`src/rtl/pcr_pkg.sv`:
```
package pcr_pkg;
  typedef enum logic {
    PCR_SEL_LO = 1'b0,
    PCR_SEL_HI = 1'b1
  } pcr_sel_e;
endpackage

```
`src/rtl/pcr_pair_ctl.sv`:
```
module pcr_pair_ctl
  import pcr_pkg::*;
(
  input  logic     clk,
  input  logic     rst,
  input  logic     rd_i,
  input  pcr_sel_e sel_i,
  output logic     frz_o,
  output logic     hold_o,
  output logic     clr_o,
  output pcr_sel_e first_o
);
  logic     open_q;
  pcr_sel_e first_q;

  // completing access: pair open and the other byte is requested
  assign clr_o   = rd_i && open_q && (sel_i != first_q);
  // counting halts from the opening strobe through the completing one
  assign hold_o  = rd_i || open_q;
  assign frz_o   = open_q;
  assign first_o = first_q;

  always_ff @(posedge clk) begin
    if (rst) begin
      open_q  <= 1'b0;
      first_q <= PCR_SEL_LO;
    end else if (rd_i) begin
      if (!open_q) begin
        open_q  <= 1'b1;
        first_q <= sel_i;
      end else if (sel_i != first_q) begin
        open_q  <= 1'b0;
      end
    end
  end
endmodule

```
`src/rtl/pcr_sat_cnt.sv`:
```
module pcr_sat_cnt #(
  parameter int W = 16
) (
  input  logic         clk,
  input  logic         rst,
  input  logic         inc_i,
  input  logic         hold_i,
  input  logic         clr_i,
  output logic [W-1:0] cnt_o
);
  localparam logic [W-1:0] TOP = {W{1'b1}};
  logic [W-1:0] cnt_q;
  logic         full;

  assign full  = (cnt_q == TOP);
  assign cnt_o = cnt_q;

  always_ff @(posedge clk) begin
    if (rst || clr_i) begin
      cnt_q <= '0;
    end else if (inc_i && !hold_i && !full) begin
      cnt_q <= cnt_q + 1'b1;
    end
  end
endmodule

```
`src/rtl/pcr_byte_rd.sv`:
```
module pcr_byte_rd #(
  parameter int BYTE_W = 8,
  parameter int NB     = 2,
  localparam int SELW  = (NB > 1) ? $clog2(NB) : 1,
  localparam int WW    = BYTE_W * NB
) (
  input  logic              clk,
  input  logic              rst,
  input  logic              rd_i,
  input  logic [SELW-1:0]   sel_i,
  input  logic [WW-1:0]     word_i,
  output logic [BYTE_W-1:0] data_o
);
  logic [BYTE_W-1:0] lane [NB];
  logic [BYTE_W-1:0] data_q;

  for (genvar g = 0; g < NB; g++) begin : g_lane
    assign lane[g] = word_i[g*BYTE_W +: BYTE_W];
  end

  always_ff @(posedge clk) begin
    if (rst) begin
      data_q <= '0;
    end else if (rd_i) begin
      data_q <= lane[sel_i];
    end
  end

  assign data_o = data_q;
endmodule

```
`src/rtl/pcr_pair_counter.sv`:
```
module pcr_pair_counter
  import pcr_pkg::*;
#(
  parameter int BYTE_W = 8,
  localparam int CW    = 2 * BYTE_W
) (
  input  logic              clk,
  input  logic              rst,
  input  logic              evt_i,
  input  logic              rd_i,
  input  logic              sel_hi_i,
  output logic [BYTE_W-1:0] rdata_o
);
  pcr_sel_e    sel_e;
  pcr_sel_e    first_e;
  logic        frz_w;
  logic        hold_w;
  logic        clr_w;
  logic        first_w;
  logic [CW-1:0] cnt_w;

  assign sel_e   = sel_hi_i ? PCR_SEL_HI : PCR_SEL_LO;
  assign first_w = (first_e == PCR_SEL_HI);

  pcr_pair_ctl u_ctl (
    .clk     (clk),
    .rst     (rst),
    .rd_i    (rd_i),
    .sel_i   (sel_e),
    .frz_o   (frz_w),
    .hold_o  (hold_w),
    .clr_o   (clr_w),
    .first_o (first_e)
  );

  pcr_sat_cnt #(.W(CW)) u_cnt (
    .clk    (clk),
    .rst    (rst),
    .inc_i  (evt_i),
    .hold_i (hold_w),
    .clr_i  (clr_w),
    .cnt_o  (cnt_w)
  );

  pcr_byte_rd #(.BYTE_W(BYTE_W), .NB(2)) u_rd (
    .clk    (clk),
    .rst    (rst),
    .rd_i   (rd_i),
    .sel_i  (sel_hi_i),
    .word_i (cnt_w),
    .data_o (rdata_o)
  );
endmodule

```
`config.mk`:
```
export PLATFORM = sky130hd
export DESIGN_NAME = pcr_pair_counter
export DESIGN_NICKNAME = d
export VERILOG_FILES = /design/src/rtl/pcr_pkg.sv /design/src/rtl/pcr_pair_ctl.sv /design/src/rtl/pcr_sat_cnt.sv /design/src/rtl/pcr_byte_rd.sv /design/src/rtl/pcr_pair_counter.sv
export SDC_FILE = /design/constraint.sdc
export NUM_CORES = 1
export LEC_CHECK = 0
export ABC_CLOCK_PERIOD_IN_PS = 2240
export BUFFER_PORTS_ARGS = -buffer_cell sky130_fd_sc_hd__buf_2
export CORE_ASPECT_RATIO = 0.75
export CORE_MARGIN = 10
export CORE_UTILIZATION = 55
export CTS_CLUSTER_SIZE = 10
export DETAILED_ROUTE_END_ITERATION = 10
export PLACE_DENSITY = 0.75
export SLEW_MARGIN = 20
export SYNTH_ARGS = -nofsm -noshare
export SYNTH_HDL_FRONTEND = slang
export SYNTH_SLANG_ARGS = --single-unit
```
`constraint.sdc`:
```
create_clock -name clk -period 2.24 [get_ports clk]
set_input_delay 0.224 -clock clk [delete_from_list [all_inputs] [get_ports clk]]
set_output_delay 0.224 -clock clk [all_outputs]
set_load 0.02 [all_outputs]
```
==> impl_summary.txt <==
----------------------------------------------------
[Final layout]
  Number of standard cells in the layout, taps in and fillers out ... between 150 and 200
  Count of filler cells inserted in the layout ... between 200 and 250
  Post-Route Utilization ... between 60 and 70%
  Final Net Count ... between 150 and 200
  Share of cells above drive strength 1 ... about 15%
  Count of inserted antenna diode cells ... 0
  Fin area ... between 1000 and 1500 µm²
  Layout overhead on the synthesized area ... 11.1%

[Drt]
  Total number of vias ... ~1.2k
  Average via count per standard cell ... roughly 6.3
  Routed WL ... just over 3000 µm
  DRC ... 0
  Detail Route Antenna Nets ... 0
  Initial DRC Count ... between 90 and 100
  Number of optimization iterations in the first detailed-route pass ... 4
  Post-DR wirelength/cell ... roughly 16 µm

[GRT]
  Pin count of the biggest net entering global routing ... 21
  Aggregate global routing overflow ... 0
  Overall Global Routing Usage ... between 10% and 20%
  Wire length of the first global-routing pass ... 5090 µm
  Number of antenna violations at the first check in global routing ... 0
  Vias in the first global route ... 1119

[STA]
  Final-layout setup total negative slack ... 0 ns
  Fin. max-slew vios ... 0
  Shortest clock period the worst path allows after layout ... around 2.0 ns
  Worst clock skew on the final layout ... roughly 0.0052 ns
  Least-Margin Pin Slew ... around 0.58 ns
  RSZ-0062 raised after global routing ... no
  Number of hold violations in the final report ... 0
  Count of endpoints failing setup in the final report ... 0
  Min Hold Slack ... between 0.15 and 0.2 ns
  Worst slew slack as a fraction of its limit ... around three fifths
  Highest clock frequency the design can meet ... 500 MHz
  Period utilization ... between 80 and 90%
  Worst path setup slack after routing ... 0.242 ns

[Setup path]
  Crit path largest cell delay ... between 0.5 and 0.6 ns
  R2R Path Start ... u_cnt.cnt_o[0]
  Number of cells on the worst reg-to-reg path ... 5
  Max stage delay cell, worst path ... sky130_fd_sc_hd__or4_4
  Worst R2R Setup Slack ... around 0.24 ns
  Kind of end point of the critical path ... flop
  Worst reg2reg path endpoint ... u_cnt.cnt_o[8]
  Crit Path Max Fanout ... 10
  Kind of cell adding the most delay to the critical path ... simple AND/OR/NAND/NOR gates
  Required time of the critical path ... between 2 and 3 ns
  WS Path Type ... reg2reg
  Kind of launch point of the worst setup path ... flop
  Critical Path AT ... between 2 and 2.5 ns
  Critical Path, Cell by Cell ... ha_1 > nand2_1 > or4_4 > or4_1 > a21oi_1
  Crit path buffers/inverters ... 0

[Synth]
  Synth cell count leaders ... 26 x sky130_fd_sc_hd__dfxtp_1, 15 x sky130_fd_sc_hd__a21oi_1, 12 x sky130_fd_sc_hd__nor2_1
  Post-synthesis compound-gate area fraction ... approximately a fifth
  Number of register bits inferred by synthesis ... 26
  Mux cell area share after synthesis ... 6.90%
  Per-instance average area after synthesis ... slightly below 9 µm²
  Top cell type's share of synthesized area ... about two fifths
  Most frequently used cell type in the post-synthesis netlist ... sky130_fd_sc_hd__dfxtp_1
  Post-synth ARST share ... 0%
  Main synth FF type ... sky130_fd_sc_hd__dfxtp_1
  Number of enable-type register cells in the synthesized netlist ... 0
  Synthesized-area fraction occupied by xor and xnor cells ... less than 1%
  Mapped Area ... 1310 µm²
  Fraction of the yosys area taken by sequential cells ... 39.9%
  Cell accounting for the most synthesized area ... sky130_fd_sc_hd__dfxtp_1
  Number of distinct library cells after synthesis ... 37
  Simple-gate share of the synthesized area ... between 20 and 30%
  Post-synthesis cell count ... 149
  Ranking of synthesized cells by area ... sky130_fd_sc_hd__dfxtp_1 40%, sky130_fd_sc_hd__mux2i_1 6.9%, sky130_fd_sc_hd__a21oi_1 5.8%, sky130_fd_sc_hd__a211oi_1 5.2%, sky130_fd_sc_hd__or4_1 4.6%
  Dominant combinational cell family by area after synthesis ... simple AND/OR/NAND/NOR gates
  Syn. warnings ... 0
  Net count after synthesis ... ~160
  Share of synthesized cell area in full adder, half adder and majority cells ... 0.959%

[Power]
  Max VDD drop ... roughly 0.45 mV
  Final Total Pwr ... a little under 0.9 mW
  Power density over the cells ... roughly 600 nW/µm²
  Leakage power total ... around 0.51 nW

[Clocking]
  Insertion delay of the later-clocked pin in the worst-skew pair ... about 0.33 ns
  Max Buffers Root-to-Sink ... 2
  Clock transition at the registers of the reported paths ... ~0.14 ns
  CTS root buffer ... sky130_fd_sc_hd__clkbuf_4
  Number of clock sinks seen by CTS ... 26
  CTS H-tree depth ... 1
  Number of buffers inserted by post-CTS setup repair ... 0
  Clock tree from TritonCTS ... done
  TritonCTS buffer count ... 3

[Worst hold path]
  Instance count along the most critical hold path ... 2
  HP Start ... rst
  Worst-case hold path end point ... u_ctl.first_o
  Hold WC Path Type ... in2reg

[Floorplan]
  Placement row count ... 15
  Die span in y ... just over 60 µm
  Area of the die ... around 4700 µm²
  Number of top-level pins ... 13
  Initial core utilization ... between 50% and 60%
  Die extent in x ... around 76 µm
  Core area ... roughly 2300 µm²

[Place]
  Placement-stage cell area ... approximately 1400 µm²
  Worst slack, placed ... approximately 0.19 ns
  Detailed Place HPWL ... about 2300 µm
  Gpl congestion ... between 0.9 and 1
  # port buffers ... 12
  Placed cell count ... 190

[Run status]
  Outcome ... complete, no violations

[Run]
  Number of violations of the max-capacitance limit ... 0

----------------------------------------------------
metal layers:
| metal | routed length [µm] | track usage [%] |
|---|---|---|
| met5 | 0 | 0 |
| met4 | 48 | 4.86 |
| met3 | 256 | 4.60 |
| met2 | 1430 | 19.6 |
| met1 | 1330 | 15.0 |
where the power goes:
group	switching (mW)	total (mW)	internal, mW
combinational	0.0440	0.0690	0.0249
clock	0.143	0.324	0.181
sequential	0.00892	0.483	0.474
total	0.196	0.876	0.680
cells by family after synthesis:
group,after synthesis
DFF,26
AOI/OAI and AO/OA,42
adders and majority gates,1
buffers and inverters,11
muxes,9
and+or+nand+nor,59
xor gates and xnor gates,1
registers in the layout, summed over array words and instances, names as in the netlist:
signal,count
u_rd.data_o,8
u_cnt.cnt_o,16
u_ctl.frz_o,1
u_ctl.first_o,1
layout make-up:
type | count | area (µm²) | share of cell area [%]
clock buffer | 3 | 22.5 | 1.55
tap | 34 | 42.5 | 2.93
sequential | 26 | 520 | 35.9
timing repair buffer | 15 | 82.6 | 5.69
multi-input combinational | 112 | 741 | 51.1
inverter | 3 | 11.3 | 0.777
clock inverter | 1 | 30.0 | 2.07
how the worst max path moves through the flow:
stage,from,end,cells after the start
5_1_grt,u_cnt.cnt_o[0],u_cnt.cnt_o[8],5
4_1_cts,u_cnt.cnt_o[0],u_cnt.cnt_o[8],5
2_1_floorplan,u_cnt.cnt_o[0],u_cnt.cnt_o[8],6
3_3_place_gp,u_cnt.cnt_o[0],u_cnt.cnt_o[14],5
3_5_place_dp,u_cnt.cnt_o[0],u_cnt.cnt_o[8],5
6_report,u_cnt.cnt_o[0],u_cnt.cnt_o[8],5
layout by cell type, fill, tap and decap left out, types with 2 or more instances in the layout:
master / netlist / routed
sky130_fd_sc_hd__a211oi_1: 9 / 9
sky130_fd_sc_hd__a21oi_1: 15 / 15
sky130_fd_sc_hd__buf_2: 2 / 12
sky130_fd_sc_hd__buf_4: 1 / 3
sky130_fd_sc_hd__clkbuf_4: 0 / 3
sky130_fd_sc_hd__dfxtp_1: 26 / 26
sky130_fd_sc_hd__inv_1: 3 / 3
sky130_fd_sc_hd__mux2i_1: 9 / 9
sky130_fd_sc_hd__nand2_1: 7 / 7
sky130_fd_sc_hd__nand3_1: 5 / 5
sky130_fd_sc_hd__nand4_1: 5 / 5
sky130_fd_sc_hd__nor2_1: 12 / 12
sky130_fd_sc_hd__nor2b_1: 2 / 2
sky130_fd_sc_hd__nor3_1: 3 / 3
sky130_fd_sc_hd__nor4_1: 2 / 2
sky130_fd_sc_hd__o21ai_0: 6 / 6
sky130_fd_sc_hd__o31ai_1: 7 / 7
sky130_fd_sc_hd__o41ai_1: 2 / 2
sky130_fd_sc_hd__or3_1: 4 / 4
sky130_fd_sc_hd__or4_1: 8 / 7
sky130_fd_sc_hd__or4_4: 1 / 2
worst register-to-register path: stages, from the launching register on:
cell                      delay, ns
sky130_fd_sc_hd__dfxtp_1       0.45
sky130_fd_sc_hd__ha_1          0.24
sky130_fd_sc_hd__nand2_1       0.07
sky130_fd_sc_hd__or4_4         0.54
sky130_fd_sc_hd__or4_1         0.49
sky130_fd_sc_hd__a21oi_1       0.15
what timing repair did:
item	CTS	global route
setup endpoints to repair	0	1
hold buffers	0	0
gates resized for setup	0	1
Power figures use the tool's default switching activity.
